--- config.mk ---
export PLATFORM = sky130hd
export DESIGN_NAME = nand_rd_seq
export DESIGN_NICKNAME = d
export VERILOG_FILES = /design/src/rtl/nrs_pkg.sv /design/src/rtl/nrs_wsel.sv /design/src/rtl/nrs_busy_mon.sv /design/src/rtl/nand_rd_seq.sv
export SDC_FILE = /design/constraint.sdc
export NUM_CORES = 1
export LEC_CHECK = 0
export ABC_AREA = 1
export BUFFER_PORTS_ARGS = -buffer_cell sky130_fd_sc_hd__buf_2
export CELL_PAD_IN_SITES_DETAIL_PLACEMENT = 1
export CELL_PAD_IN_SITES_GLOBAL_PLACEMENT = 1
export CORE_ASPECT_RATIO = 1.75
export CORE_MARGIN = 1
export CORE_UTILIZATION = 43
export DETAILED_ROUTE_END_ITERATION = 10
export HOLD_SLACK_MARGIN = 0.03
export PLACE_DENSITY_LB_ADDON = 0.15
export SETUP_SLACK_MARGIN = 0.02
export SYNTH_ARGS = -nofsm -noshare
export SYNTH_HDL_FRONTEND = slang
export SYNTH_SLANG_ARGS = --single-unit
--- constraint.sdc ---
create_clock -name clk -period 5.91 [get_ports clk]
set_clock_uncertainty 0.05 [all_clocks]
set_input_delay 0.591 -clock clk [delete_from_list [all_inputs] [get_ports clk]]
set_output_delay 0.591 -clock clk [all_outputs]
set_load 0.1 [all_outputs]
--- src/rtl/nrs_pkg.sv ---
package nrs_pkg;
    typedef enum logic [2:0] {
        S_IDLE, S_WLO, S_WHI, S_BUSY, S_RLO, S_PUSH, S_RHI
    } st_e;

    localparam logic [7:0] OP_OPEN   = 8'h00;
    localparam logic [7:0] OP_CONF   = 8'h30;
    localparam logic [7:0] OP_CACHE  = 8'h31;
    localparam int         COL_W     = 16;
    localparam int         ROW_W     = 24;
    localparam logic [2:0] IDX_CONF  = 3'd6;
    localparam logic [2:0] IDX_CONT  = 3'd7;

    function automatic int maxi(input int a, input int b);
        return (a > b) ? a : b;
    endfunction
endpackage

--- src/rtl/nrs_wsel.sv ---
module nrs_wsel
    import nrs_pkg::*;
(
    input  logic [2:0]       idx,
    input  logic [COL_W-1:0] col,
    input  logic [ROW_W-1:0] row,
    input  logic             alt,
    output logic [7:0]       wbyte,
    output logic             is_cmd,
    output logic             is_addr
);
    always_comb begin
        is_cmd  = 1'b0;
        is_addr = 1'b1;
        case (idx)
            3'd0: begin wbyte = OP_OPEN; is_cmd = 1'b1; is_addr = 1'b0; end
            3'd1: wbyte = col[7:0];
            3'd2: wbyte = col[15:8];
            3'd3: wbyte = row[7:0];
            3'd4: wbyte = row[15:8];
            3'd5: wbyte = row[23:16];
            3'd6: begin wbyte = alt ? OP_CACHE : OP_CONF; is_cmd = 1'b1; is_addr = 1'b0; end
            default: begin wbyte = OP_CACHE; is_cmd = 1'b1; is_addr = 1'b0; end
        endcase
    end
endmodule

--- src/rtl/nrs_busy_mon.sv ---
module nrs_busy_mon #(
    parameter int GUARD = 25,
    parameter int TO_W  = 20,
    parameter int SYNC  = 2
) (
    input  logic            clk,
    input  logic            rst_n,
    input  logic            start,
    input  logic            rb_n,
    input  logic [TO_W-1:0] limit,
    output logic            go,
    output logic            tmo
);
    localparam int GW = $clog2(GUARD + 1);

    typedef enum logic [1:0] {P_IDLE, P_GUARD, P_WAIT} ph_e;

    typedef struct packed {
        ph_e             ph;
        logic [GW-1:0]   gcnt;
        logic [TO_W-1:0] lcnt;
        logic            go;
        logic            tmo;
    } mon_t;

    mon_t r, n;
    logic rb_s;

    generate
        if (SYNC <= 1) begin : g_sync1
            logic s_q;
            always_ff @(posedge clk) begin
                if (!rst_n) s_q <= 1'b1;
                else        s_q <= rb_n;
            end
            assign rb_s = s_q;
        end else begin : g_syncn
            logic [SYNC-1:0] s_q;
            always_ff @(posedge clk) begin
                if (!rst_n) s_q <= '1;
                else        s_q <= {s_q[SYNC-2:0], rb_n};
            end
            assign rb_s = s_q[SYNC-1];
        end
    endgenerate

    always_comb begin
        n     = r;
        n.go  = 1'b0;
        n.tmo = 1'b0;
        case (r.ph)
            P_IDLE: begin
                if (start) begin
                    n.ph   = P_GUARD;
                    n.gcnt = GW'(GUARD);
                end
            end
            P_GUARD: begin
                if (r.gcnt == '0) begin
                    n.ph   = P_WAIT;
                    n.lcnt = '0;
                end else begin
                    n.gcnt = r.gcnt - 1'b1;
                end
            end
            P_WAIT: begin
                if (rb_s) begin
                    n.go = 1'b1;
                    n.ph = P_IDLE;
                end else if (r.lcnt == limit - 1'b1) begin
                    n.tmo = 1'b1;
                    n.ph  = P_IDLE;
                end else begin
                    n.lcnt = r.lcnt + 1'b1;
                end
            end
            default: n.ph = P_IDLE;
        endcase
    end

    always_ff @(posedge clk) begin
        if (!rst_n) begin
            r <= '{ph: P_IDLE, gcnt: '0, lcnt: '0, go: 1'b0, tmo: 1'b0};
        end else begin
            r <= n;
        end
    end

    assign go  = r.go;
    assign tmo = r.tmo;

    // a start is never answered on the next clock
    a_r5_no_early_go: assert property (@(posedge clk) disable iff (!rst_n)
        start |=> !go);
    // ready and timeout are exclusive outcomes
    a_r10_go_tmo_excl: assert property (@(posedge clk) disable iff (!rst_n)
        !(go && tmo));
    // timeout is a single-clock pulse
    a_r10_tmo_pulse: assert property (@(posedge clk) disable iff (!rst_n)
        tmo |=> !tmo);
endmodule

--- src/rtl/nand_rd_seq.sv ---
module nand_rd_seq
    import nrs_pkg::*;
#(
    parameter int LEN_W  = 12,
    parameter int MORE_W = 4,
    parameter int TO_W   = 20,
    parameter int WE_LO  = 3,
    parameter int WE_HI  = 3,
    parameter int RE_LO  = 3,
    parameter int RE_HI  = 3,
    parameter int GUARD  = 25,
    parameter int SYNC   = 2
) (
    input  logic              clk,
    input  logic              rst_n,
    input  logic              req_valid,
    output logic              req_ready,
    input  logic [15:0]       req_col,
    input  logic [23:0]       req_row,
    input  logic [LEN_W-1:0]  req_len_m1,
    input  logic [MORE_W-1:0] req_more,
    input  logic              req_alt,
    input  logic [TO_W-1:0]   cfg_busy_limit,
    output logic              nand_cle,
    output logic              nand_ale,
    output logic              nand_we_n,
    output logic              nand_re_n,
    output logic [7:0]        nand_dq_o,
    output logic              nand_dq_oe,
    input  logic [7:0]        nand_dq_i,
    input  logic              nand_rb_n,
    output logic              out_valid,
    output logic [7:0]        out_data,
    output logic              out_last,
    input  logic              out_ready,
    output logic              done,
    output logic              err_timeout
);
    localparam int TMAX = maxi(maxi(WE_LO, WE_HI), maxi(RE_LO, RE_HI));
    localparam int TW   = $clog2(TMAX + 1);

    typedef struct packed {
        st_e               st;
        logic [TW-1:0]     tcnt;
        logic [2:0]        widx;
        logic [COL_W-1:0]  col;
        logic [ROW_W-1:0]  row;
        logic [LEN_W-1:0]  len;
        logic [LEN_W-1:0]  bcnt;
        logic [MORE_W-1:0] more;
        logic              alt;
        logic [7:0]        dq;
        logic [7:0]        data;
        logic              cle;
        logic              ale;
        logic              we_n;
        logic              re_n;
        logic              oe;
        logic              ovalid;
        logic              olast;
        logic              done;
        logic              err;
        logic              start;
    } seq_t;

    seq_t       r, n;
    logic [2:0] sel_idx;
    logic [7:0] ws_byte;
    logic       ws_cmd, ws_addr;
    logic       bm_go, bm_tmo;
    logic       go_w;

    // index of the write cycle that would start next
    always_comb begin
        if (r.st == S_WHI)       sel_idx = r.widx + 3'd1;
        else if (r.st == S_IDLE) sel_idx = 3'd0;
        else                     sel_idx = IDX_CONT;
    end

    nrs_wsel u_wsel (
        .idx     (sel_idx),
        .col     (r.col),
        .row     (r.row),
        .alt     (r.alt),
        .wbyte   (ws_byte),
        .is_cmd  (ws_cmd),
        .is_addr (ws_addr)
    );

    nrs_busy_mon #(.GUARD(GUARD), .TO_W(TO_W), .SYNC(SYNC)) u_busy (
        .clk   (clk),
        .rst_n (rst_n),
        .start (r.start),
        .rb_n  (nand_rb_n),
        .limit (cfg_busy_limit),
        .go    (bm_go),
        .tmo   (bm_tmo)
    );

    always_comb begin
        n       = r;
        n.done  = 1'b0;
        n.err   = 1'b0;
        n.start = 1'b0;
        go_w    = 1'b0;
        case (r.st)
            S_IDLE: begin
                if (req_valid) begin
                    n.col  = req_col;
                    n.row  = req_row;
                    n.len  = req_len_m1;
                    n.more = req_more;
                    n.alt  = req_alt;
                    go_w   = 1'b1;
                end
            end
            S_WLO: begin
                if (r.tcnt == '0) begin
                    n.we_n = 1'b1;
                    n.oe   = 1'b0;
                    n.tcnt = TW'(WE_HI - 1);
                    n.st   = S_WHI;
                end else begin
                    n.tcnt = r.tcnt - 1'b1;
                end
            end
            S_WHI: begin
                if (r.tcnt == '0) begin
                    n.cle = 1'b0;
                    n.ale = 1'b0;
                    if (r.widx >= IDX_CONF) begin
                        n.st    = S_BUSY;
                        n.start = 1'b1;
                    end else begin
                        go_w = 1'b1;
                    end
                end else begin
                    n.tcnt = r.tcnt - 1'b1;
                end
            end
            S_BUSY: begin
                if (bm_tmo) begin
                    n.err = 1'b1;
                    n.st  = S_IDLE;
                end else if (bm_go) begin
                    n.st   = S_RLO;
                    n.re_n = 1'b0;
                    n.tcnt = TW'(RE_LO - 1);
                    n.bcnt = '0;
                end
            end
            S_RLO: begin
                if (r.tcnt == '0) begin
                    n.data   = nand_dq_i;
                    n.re_n   = 1'b1;
                    n.ovalid = 1'b1;
                    n.olast  = (r.bcnt == r.len);
                    n.st     = S_PUSH;
                end else begin
                    n.tcnt = r.tcnt - 1'b1;
                end
            end
            S_PUSH: begin
                if (out_ready) begin
                    n.ovalid = 1'b0;
                    if (!r.olast) begin
                        n.st   = S_RHI;
                        n.tcnt = TW'(RE_HI - 1);
                        n.bcnt = r.bcnt + 1'b1;
                    end else if (r.more != '0) begin
                        n.more = r.more - 1'b1;
                        go_w   = 1'b1;
                    end else begin
                        n.done = 1'b1;
                        n.st   = S_IDLE;
                    end
                end
            end
            S_RHI: begin
                if (r.tcnt == '0) begin
                    n.st   = S_RLO;
                    n.re_n = 1'b0;
                    n.tcnt = TW'(RE_LO - 1);
                end else begin
                    n.tcnt = r.tcnt - 1'b1;
                end
            end
            default: n.st = S_IDLE;
        endcase
        if (go_w) begin
            n.st   = S_WLO;
            n.widx = sel_idx;
            n.cle  = ws_cmd;
            n.ale  = ws_addr;
            n.dq   = ws_byte;
            n.oe   = 1'b1;
            n.we_n = 1'b0;
            n.tcnt = TW'(WE_LO - 1);
        end
    end

    always_ff @(posedge clk) begin
        if (!rst_n) begin
            r      <= '0;
            r.st   <= S_IDLE;
            r.we_n <= 1'b1;
            r.re_n <= 1'b1;
        end else begin
            r <= n;
        end
    end

    assign req_ready   = (r.st == S_IDLE);
    assign nand_cle    = r.cle;
    assign nand_ale    = r.ale;
    assign nand_we_n   = r.we_n;
    assign nand_re_n   = r.re_n;
    assign nand_dq_o   = r.dq;
    assign nand_dq_oe  = r.oe;
    assign out_valid   = r.ovalid;
    assign out_data    = r.data;
    assign out_last    = r.olast;
    assign done        = r.done;
    assign err_timeout = r.err;

    // command and address latches never overlap
    a_r2_cle_ale_excl: assert property (@(posedge clk) disable iff (!rst_n)
        !(nand_cle && nand_ale));
    // bus driven only while write enable is low
    a_r4_oe_we_low: assert property (@(posedge clk) disable iff (!rst_n)
        nand_dq_oe |-> !nand_we_n);
    // a write pulse never overlaps a read pulse
    a_r4_we_re_excl: assert property (@(posedge clk) disable iff (!rst_n)
        !(!nand_we_n && !nand_re_n));
    // a pending byte holds until accepted
    a_r8_hold: assert property (@(posedge clk) disable iff (!rst_n)
        (out_valid && !out_ready) |=> (out_valid && $stable(out_data)));
    // no read pulse while a byte is pending
    a_r8_no_re_pending: assert property (@(posedge clk) disable iff (!rst_n)
        out_valid |-> nand_re_n);
    // an error leaves the sequencer idle
    a_r10_err_idle: assert property (@(posedge clk) disable iff (!rst_n)
        err_timeout |-> (req_ready && !out_valid));
    // completion is a single pulse in idle
    a_r11_done_pulse: assert property (@(posedge clk) disable iff (!rst_n)
        done |-> (req_ready && !err_timeout));
endmodule

Word level (Yosys, flattened, before mapping)
Cells that the tools add are included.
- register bits: 134
- bits in latches: 0
- bits in writable memories: 0
- bits in read-only memories: 0
- input port bits: 90
- output and inout port bits: 26
- memories: 0
- $add $sub $neg: 7
- multipliers: 0
- divide/modulo/power cells: 0
- order comparisons: 1
- equal/unequal tests: 50
- shift operators: 0
- muxes and demuxes: 69
- bitwise gates (word level): 3
- reduce and logical (&&, ||, !) cells: 41
- operators with widths (cell ; count):
    two-way mux 20 bit ; 3
    case mux 8 bit (7 select lines) ; 1
    case mux 20 bit (2 select lines) ; 1
    two-way mux 12 bit ; 3
    two-way mux 3 bit ; 11
    inequality test 2 bit (second input constant) ; 14
    inequality test 3 bit (second input constant) ; 8
    case mux 12 bit (2 select lines) ; 1
    two-way mux 1 bit ; 22
    case mux 3 bit (7 select lines) ; 1
    adder 20 x 1 -> 20 bit (second input constant) ; 1
    equality test 20 bit ; 1
    two-way mux 2 bit ; 10
    two-way mux 5 bit ; 4
    subtractor 20 x 1 -> 20 bit (second input constant) ; 1
    equality test 3 bit (second input constant) ; 6
    AND reduction 9 bit ; 2
    two-way mux 16 bit ; 1
    nonzero test 2 bit ; 8
    AND reduction 5 bit ; 3
    adder 12 x 1 -> 12 bit (second input constant) ; 1
    equality test 12 bit ; 1
    equality test 3 x 2 -> 1 bit (second input constant) ; 4
    AND reduction 2 bit ; 6
    35 further kinds ; 57

Logic depth before layout (Yosys ltp)
Gate-level depths: netlist (run 1).
- depth in word-level cells: 7
- depth in mapped cells: 17
- depth with buffers taken out: 16

Hierarchy
A second synthesis (run 1) with hierarchy kept.
- cells, all modules: 1173
- area total of the unflattened synthesis: 7731.2 sq um
- by module, submodules not included (module ; times used ; cells each ; area an instance (sq um) ; seq. area each (sq um)):
    nand_rd_seq ; 1 ; 633 ; 4657.0 ; 2062.0
    nrs_busy_mon ; 1 ; 428 ; 2531.2 ; 620.6
    nrs_wsel ; 1 ; 112 ; 543.0 ; 0.0

Worst setup path before layout (run 1)
Ideal clock, no wire load.
- path type: input -> register
- from: input cfg_busy_limit[0]
- to: register u_busy.r[4] (netlist bit)
- arrival time: 2109 ps
- required time: 5728 ps
- path slack: 3619 ps
- cell stages on the path: 15
- cells stage by stage: inv_2 -> ha_1 -> nand3_1 -> nor2_1 -> nand2_1 -> xor2_1 -> nor2_1 -> nand2_1 -> nor2_1 -> nand3_2 -> nand2_2 -> nand2_1 -> buf_2 -> nand2_1 -> a21oi_1
- word-level cells in the longest chain between the ends: 4
- ends and longest elaborated chain (item ; line ; RTL):
    start, declared ; nand_rd_seq.sv:23 ; input logic [TO_W-1:0] cfg_busy_limit,
    subtractor 20 x 1 -> 20 bit ; nrs_busy_mon.sv:70 ; end else if (r.lcnt == limit - 1'b1) begin
    equality test 20 bit ; nrs_busy_mon.sv:70 ;
    inequality test 2 bit (no source line) ; -- ;
    AND reduction 4 bit (no source line) ; -- ;
    end signal, assigned ; nrs_busy_mon.sv:83 ; r <= '{ph: P_IDLE, gcnt: '0, lcnt: '0, go: 1'b0, tmo: 1'b0};
    end signal, assigned ; nrs_busy_mon.sv:85 ; r <= n;
    end, declared ; nrs_busy_mon.sv:26 ; mon_t r, n;
Every way passes these cells.
A chain may end at the register's enable or synchronous reset.

Worst setup path after layout (run 1)
- from: register r[101] (netlist bit)
- to: register r[101] (netlist bit)
- word-level cells in the longest chain between the ends: 3
- elaborated cells on any way between the ends: 20
- ends and longest elaborated chain (item ; line ; RTL):
    start, declared ; nand_rd_seq.sv:66 ; seq_t r, n;
    start signal, assigned ; nand_rd_seq.sv:209 ; r <= n;
    equality test 3 x 2 -> 1 bit (tied with other cells) ; nand_rd_seq.sv:106 ; case (r.st)
    inequality test 3 x 1 -> 1 bit (no source line) (tied with other cells) ; -- ;
    AND reduction 9 bit (no source line) / OR reduction 2 bit (equally long branches) ; -- ;
Parallel ways exist; a longest one is shown, timed or not.

==> key figures, run 1 <==
Global route
  – First-pass GRT wire length: roughly 36000 um
  – Total Routing Usage GR: 0.2680
  – Vias in the first global route: 7444
  – Antenna violations before repair: 0
  – Largest net degree at the start of global routing: 84
  – Gr ovfl total: 0

Clock tree
  – CTS max path bufs: 2
  – Clk pin slew, worst setup/hold paths: roughly 0.060 ns
  – Setup bufs post-CTS: 0
  – CTS tree: built
  – CTS resizes: 0
  – Clock latency on the worst-skew pair: 0.42 ns
  – H-tree depth: 4
  – Root Buffer: clkbuf_16
  – Post-CTS Hold Fix Bufs: 0
  – CTS buffer count: 17
  – Sink Count: 134

Floorplan
  – Initial Util: 0.4373
  – DIE AREA: roughly 0.017 mm^2
  – DIE HEIGHT: about 170 um
  – Ports: 116
  – Core area: between 0.015 and 0.02 mm^2
  – Die X: ~100 um
  – Std cell rows: 62

Timing
  – RSZ-0062 raised after global routing: false
  – Fin Hold WS: a little over 0.3 ns
  – FMAX: 299.5 MHz
  – Final worst path period need: ~3.3 ns
  – Setup TNS: 0 ns
  – Slew headroom: 0.4381
  – Final setup vio count: 0
  – Final Hold Vio Count: 0
  – Actual slew at the worst max-slew pin: between 0.8 and 0.9 ns
  – Max-slew violations: 0
  – Final worst-path cycle share: 0.5650

Route
  – Post-Route WL: 22050 um
  – DRC Markers: 0
  – First-pass DRT Iterations: 4
  – Initial DRC Count: about 150
  – Vias per cell: 5.203
  – Via count: 7191
  – ANT nets after route: 0
  – WL/cell: about 16 um

Final layout
  – Number of diodes: 0
  – Fillers: 2200
  – Layout cell share with drive strength beyond 1: 0.1606
  – Multi-input gate area: 0.003714 mm^2
  – Final net count: between 1000 and 1500
  – Cell area after layout: approximately 0.0084 mm^2
  – Register Area: approximately 0.0027 mm^2
  – Synth-to-Final Area Change: 16.92%

Power
  – Pwr/cell area: 441.0 mW/mm^2
  – Total power draw: 3691 uW
  – Leak Pwr: roughly 0.0035 uW
  – Peak VDD IR: approximately 270 uV

Logic synthesis
  – Seq/Total Area, Yosys: 0.3748
  – Synthesized instance count: approximately 1100
  – Share of the synthesized area in the top cell type: 0.3748
  – Synth Register Bits: about 130
  – Netlist cell types: between 40 and 50
  – Synth Flop Type: dfxtp_1
  – Cell accounting for the most synthesized area: dfxtp_1
  – Cell Area, Synth: 0.007158 mm^2
  – Number of flops mapped to enable cells by yosys: 0
  – Main area contributors after synthesis: dfxtp_1 (37%), nand2_1 (12%), a21oi_1 (7.5%)
  – Ys async rst share: 0
  – Synth warn: 0
  – Synthesized area per cell: 6.734 um^2
  – Synth Net Count: approximately 1200

Critical path
  – Critical path class: register to register
  – Worst path arrival time: roughly 3.6 ns
  – Crit path launch type: register
  – CP required: 6.21 ns
  – Crit-path max FO: 83
  – Crit end category: register

Placed design
  – Area post-placement: between 0.007 and 0.008 mm^2
  – Port Buf Inserts: 115
  – Placer Congestion: roughly 0.87
  – Post-DP HPWL: ~16000 um

Run
  – Max Cap Viol: 0

Min path
  – Worst Hold Class: primary input to register

Run status
  – Status: finished clean
## layout by cell type, fill, tap and decap left out, types with 3 or more instances in the layout
| cell | instances |
|---|---|
| nand2_1 | 235 |
| dfxtp_1 | 134 |
| buf_2 | 115 |
| inv_1 | 113 |
| nor2_1 | 112 |
| a21oi_1 | 107 |
| o21ai_0 | 72 |
| nand3_1 | 70 |
| xor2_1 | 28 |
| nand4_1 | 17 |
| clkbuf_16 | 17 |
| nor3_1 | 16 |
| inv_2 | 11 |
| xnor2_1 | 10 |
| nor4_1 | 9 |
| ha_1 | 9 |
| a31oi_1 | 8 |
| o22ai_1 | 7 |
| nor2_4 | 5 |
| nand2_2 | 5 |
| or2_2 | 5 |
| clkinv_4 | 4 |
| buf_4 | 4 |
| nor2_2 | 3 |
| nand3b_1 | 3 |
| o221ai_1 | 3 |
| bufinv_16 | 3 |
| inv_6 | 3 |
## routing by layer
layer  up-vias  GRT usage  share of wire  wire [um]
met1      3376     0.2556           0.36       7841
met2       147     0.5229           0.57      12510
met5         -          0              0          0
li1       3606          -              -          -
met4         0     0.1654          0.052       1138
met3        62    0.03597          0.026        565
## path summary, 6_finish.rpt
path / startpoint / end / slack [ns] / cells after the start
hold reg to reg: r[63] / r[63] / 0.40 / 2
setup / recovery: r[101] / r[101] / 2.57 / 11
hold / removal: nand_rb_n / u_busy.g_syncn.s_q[0] / 0.31 / 2
setup reg to reg: r[101] / r[101] / 2.57 / 11
## synthesized netlist by cell type (5+ instances only)
master / count
xnor2_1: 10
nand2_1: 236
a21oi_1: 107
nand4_1: 17
nor2_1: 112
inv_2: 11
nor4_1: 9
dfxtp_1: 134
ha_1: 9
o21ai_0: 72
o22ai_1: 7
a31oi_1: 8
nor3_1: 16
nand3_1: 70
clkbuf_1: 30
or2_2: 5
buf_4: 16
inv_1: 113
buf_2: 5
nor2_4: 5
xor2_1: 28
## registers in the layout (all words and copies together), names as in the netlist, 2 cells and up
register / count
u_busy.g_syncn.s_q: 2
nand_dq_o: 8
r: 78
out_data: 8
u_busy.r: 27
## area by class of cell
type,instances,area share
clock buffer,19,0.05292
clock inverter,13,0.02048
tap,224,0.03349
sequential,134,0.3205
multi-input combinational,747,0.4437
inverter,126,0.05651
timing repair buffer,119,0.07236
## power breakdown
| part | total [uW] | switching, uW | internal (uW) |
|---|---|---|---|
| registers | 1200 | 107 | 1090 |
| clock network | 1110 | 425 | 680 |
| logic | 1390 | 1070 | 322 |
## through the flow
step / instances / util / setup slack [ns]
after floorplan: 1063 / - / 3.619
after global routing: 1382 / 0.5113 / 2.207
after global placement: 1350 / 0.4738 / 2.499
final: 1382 / 0.5113 / 2.571
after detailed placement: 1350 / 0.4738 / 2.399
after CTS: 1382 / 0.5113 / 2.583
## logic make-up (layout without fill, tap and decap cells)
family / after synthesis / count (layout) / share of synthesized area
xor gates and xnor gates: 38 / 38 / 0.04650
buffers and inverters: 182 / 277 / 0.1068
AOI/OAI and AO/OA: 213 / 213 / 0.1603
DFF: 134 / 134 / 0.3748
and+or+nand+nor: 487 / 487 / 0.2959
adders and majority gates: 9 / 9 / 0.01573
## critical path, stage by stage, from the launching register on
cell and delay (ns):
dfxtp_1 0.49, nor2_1 0.10, nand2_1 0.12, inv_1 0.10
nand2_2 0.06, buf_4 0.57, nand2_1 0.43, a21oi_2 0.49
inv_2 0.25, nor2_4 0.27, o21ai_0 0.16, a21oi_1 0.13
(Power assumes the default switching activity.)
==> run 2, diff against run 1 <==
--- a/config.mk
+++ b/config.mk
@@ -5,13 +5,13 @@
 export SDC_FILE = /design/constraint.sdc
 export NUM_CORES = 1
 export LEC_CHECK = 0
-export ABC_AREA = 1
+export ABC_AREA = 0
 export BUFFER_PORTS_ARGS = -buffer_cell sky130_fd_sc_hd__buf_2
 export CELL_PAD_IN_SITES_DETAIL_PLACEMENT = 1
 export CELL_PAD_IN_SITES_GLOBAL_PLACEMENT = 1
 export CORE_ASPECT_RATIO = 1.75
 export CORE_MARGIN = 1
-export CORE_UTILIZATION = 43
+export CORE_UTILIZATION = 42
 export DETAILED_ROUTE_END_ITERATION = 10
 export HOLD_SLACK_MARGIN = 0.03
 export PLACE_DENSITY_LB_ADDON = 0.15
==> constraint.sdc (replaced) <==
create_clock -name clk -period 3.15 [get_ports clk]
set_clock_uncertainty 0.05 [all_clocks]
set_input_delay 0.315 -clock clk [delete_from_list [all_inputs] [get_ports clk]]
set_output_delay 0.315 -clock clk [all_outputs]
set_load 0.1 [all_outputs]
==> key figures, run 2 <==
Route
  – Post-Route WL: 21950 um
  – Via count: 6592
  – ANT nets after route: 0
  – Vias per cell: between 5 and 6
  – DRC Markers: 5
  – WL/cell: ~19 um
  – Initial DRC Count: between 200 and 250
  – First-pass DRT Iterations: 11

Critical path
  – CP required: about 3.4 ns
  – Critical path class: primary input to register
  – Crit-path max FO: 27
  – RR Endpoint: u_busy.r[3]
  – Crit end category: register
  – Reg2Reg Depth: 8
  – R2R Path Start: u_busy.r[22]
  – Worst path arrival time: 3.19 ns
  – Reg2Reg Setup Slack: ~0.3 ns
  – Crit path launch type: primary input

Run status
  – Failing checks: DRC
  – Status: finished with violations

Logic synthesis
  – Top-count cell post-synth: nand2_1
  – Synthesized instance count: 853
  – Cell accounting for the most synthesized area: dfxtp_1
  – Synthesized area per cell: between 8 and 9 um^2
  – Number of flops mapped to enable cells by yosys: 0
  – Share of the synthesized area in the top cell type: 0.3918
  – Main area contributors after synthesis: dfxtp_1 (39%), nand2_1 (8.8%), a21oi_1 (7.0%)
  – Seq/Total Area, Yosys: 0.3918
  – Ys async rst share: 0
  – Top post-synthesis cells by count: nand2_1 (161), dfxtp_1 (134), a21oi_1 (96)
  – Cell Area, Synth: between 0.006 and 0.007 mm^2
  – Netlist cell types: 66
  – Synth warn: 0
  – Synth Flop Type: dfxtp_1
  – Synth Net Count: between 900 and 1000
  – Synth Register Bits: roughly 130

Timing
  – Final Hold Vio Count: 0
  – Final worst-path cycle share: 0.9306
  – Final setup vio count: 0
  – Slew headroom: 0.2331
  – FMAX: 341.1 MHz
  – RSZ-0062 raised after global routing: false
  – Max-slew violations: 0
  – Final worst slack: about 0.22 ns
  – Final worst path period need: approximately 2.9 ns
  – Actual slew at the worst max-slew pin: around 1.2 ns

Clock tree
  – CTS buffer count: 17
  – H-tree depth: 4
  – CTS resizes: 0
  – Post-CTS Hold Fix Bufs: 0
  – Clk pin slew, worst setup/hold paths: ~0.06 ns
  – CTS tree: built
  – Sink Count: about 130
  – CTS max path bufs: 2
  – Clock latency on the worst-skew pair: 0.42 ns
  – Root Buffer: clkbuf_16
  – Setup bufs post-CTS: 0

Placed design
  – Port Buf Inserts: 115
  – Placer Congestion: roughly 0.92
  – Post-DP HPWL: between 15000 and 20000 um
  – Pre-CTS WS: -0.2073 ns

Final layout
  – Largest register FFs: 78
  – Synth-to-Final Area Change: 19.52%
  – Final net count: around 1100
  – Fillers: 1982
  – Most frequent cells in the layout: nand2_1 (161), dfxtp_1 (134), buf_2 (115)
  – Layout cell share with drive strength beyond 1: 0.2072
  – Most common cell after layout, fill and taps aside: nand2_1
  – Most flops, register: r
  – Number of diodes: 0
  – Largest registers: r: 78 flops, u_busy.r: 27 flops

Floorplan
  – Die X: between 90 and 100 um
  – DIE HEIGHT: 170.9 um
  – Initial Util: 0.4313
  – DIE AREA: 0.01684 mm^2
  – Ports: between 100 and 150
  – Std cell rows: 61
  – Core area: 0.01588 mm^2

Power
  – Reg power frac: 0.429
  – Pwr/cell area: approximately 520 mW/mm^2
  – Peak VDD IR: approximately 370 uV
  – Int Pwr: around 3000 uW
  – Clock share of power: 0.436
  – Sw Ratio: 0.2869
  – Leak Pwr: roughly 0.0033 uW
  – Gate power share: 0.135
  – Sw power: approximately 1200 uW
  – Total power draw: approximately 4200 uW

Global route
  – First-pass GRT wire length: around 35000 um
  – Total Routing Usage GR: 0.2707
  – Antenna violations before repair: 0
  – Gr ovfl total: 0
  – Vias in the first global route: around 7200
  – Largest net degree at the start of global routing: 54

Run
  – Max Cap Viol: 0

Min path
  – Hold path endpoint: u_busy.g_syncn.s_q[0]
  – Worst Hold Class: primary input to register
  – Hold depth: 2
  – Worst Hold Launch: nand_rb_n
## run 2: cell count changes after synthesis, moves of 10 or more
| cell | previous run | this run |
|---|---|---|
| and3_1 | 0 | 20 |
| nand2_1 | 236 | 161 |
| nor4_1 | 9 | 20 |
| nand3_1 | 70 | 28 |
| inv_1 | 113 | 17 |
| inv_2 | 11 | 0 |
| clkbuf_1 | 30 | 40 |
| a21oi_1 | 107 | 96 |
| o21ai_0 | 72 | 27 |
| o21a_1 | 1 | 15 |
| o31a_1 | 0 | 13 |
| nor2_1 | 112 | 46 |
## run 2: worst max-delay path by stage
stage / from / endpoint / slack, ns
4_1_cts: cfg_busy_limit[1] / u_busy.r[10] / 0.21
3_5_place_dp: cfg_busy_limit[1] / u_busy.r[2] / -0.21
5_1_grt: u_busy.r[22] / u_busy.r[3] / 0.06
2_1_floorplan: cfg_busy_limit[0] / u_busy.r[10] / 0.10
3_3_place_gp: cfg_busy_limit[0] / u_busy.r[2] / -0.17
6_report: cfg_busy_limit[1] / u_busy.r[10] / 0.22
## run 2: cell families after synthesis
group | synth area share
compound gates | 0.2018
xor+xnor | 0.06524
fa+ha+maj | 0.01645
buf+inv | 0.05756
flops | 0.3918
mux | 0.01645
simple gates | 0.2507
## run 2: worst max-delay path: stages
cell	delay, ns
buf_2	0.11
inv_1	0.05
ha_1	0.16
or4b_1	0.44
buf_4	0.19
or4_1	0.40
a211o_1	0.30
and3_1	0.17
a311oi_2	0.19
buf_4	0.16
and3_1	0.21
buf_12	0.18
nor4_1	0.08
o21a_1	0.22
## run 2: layout make-up
cell class | count | area, um^2 | share of cell area
Inverter | 18 | 67.56 | 0.008257
Clock buffer | 20 | 456.7 | 0.05581
Clock inverter | 12 | 95.09 | 0.01162
Timing Repair Buffer | 152 | 865.8 | 0.1058
Tap cell | 189 | 236.5 | 0.02890
Multi-Input combinational cell | 639 | 3779 | 0.4618
Sequential cell | 134 | 2683 | 0.3278
## run 2: metal layers
| metal | share of wire | routed length [um] | vias up | track usage |
|---|---|---|---|---|
| met5 | 0 | 0 | - | 0 |
| met3 | 0.021 | 464 | 44 | 0.03799 |
| met1 | 0.34 | 7395 | 3189 | 0.2374 |
| met2 | 0.60 | 13240 | 125 | 0.5775 |
| met4 | 0.039 | 855 | 0 | 0.1317 |
| li1 | - | - | 3234 | - |
## run 2: power groups by stage
stage	Clock [uW]	Sequential [uW]	Combinational [uW]
2_1_floorplan	0	1870	347
3_3_place_gp	0	1850	549
3_5_place_dp	0	1850	569
4_1_cts	1870	1820	577
5_1_grt	1940	1820	629
6_report	1840	1820	571
## run 2: through the flow
stage	TNS (ns)	instances	instance area [um^2]	utilization	hold slack, ns
after detailed placement	-3.256	1132	7631	0.4807	0.3479
after floorplan	0	853	6854	-	0.3363
final	0	1164	8183	0.5154	0.05524
after CTS	0	1164	8183	0.5154	0.04889
after global placement	-2.231	1132	7631	0.4807	0.3529
after global routing	0	1164	8183	0.5154	0.06677
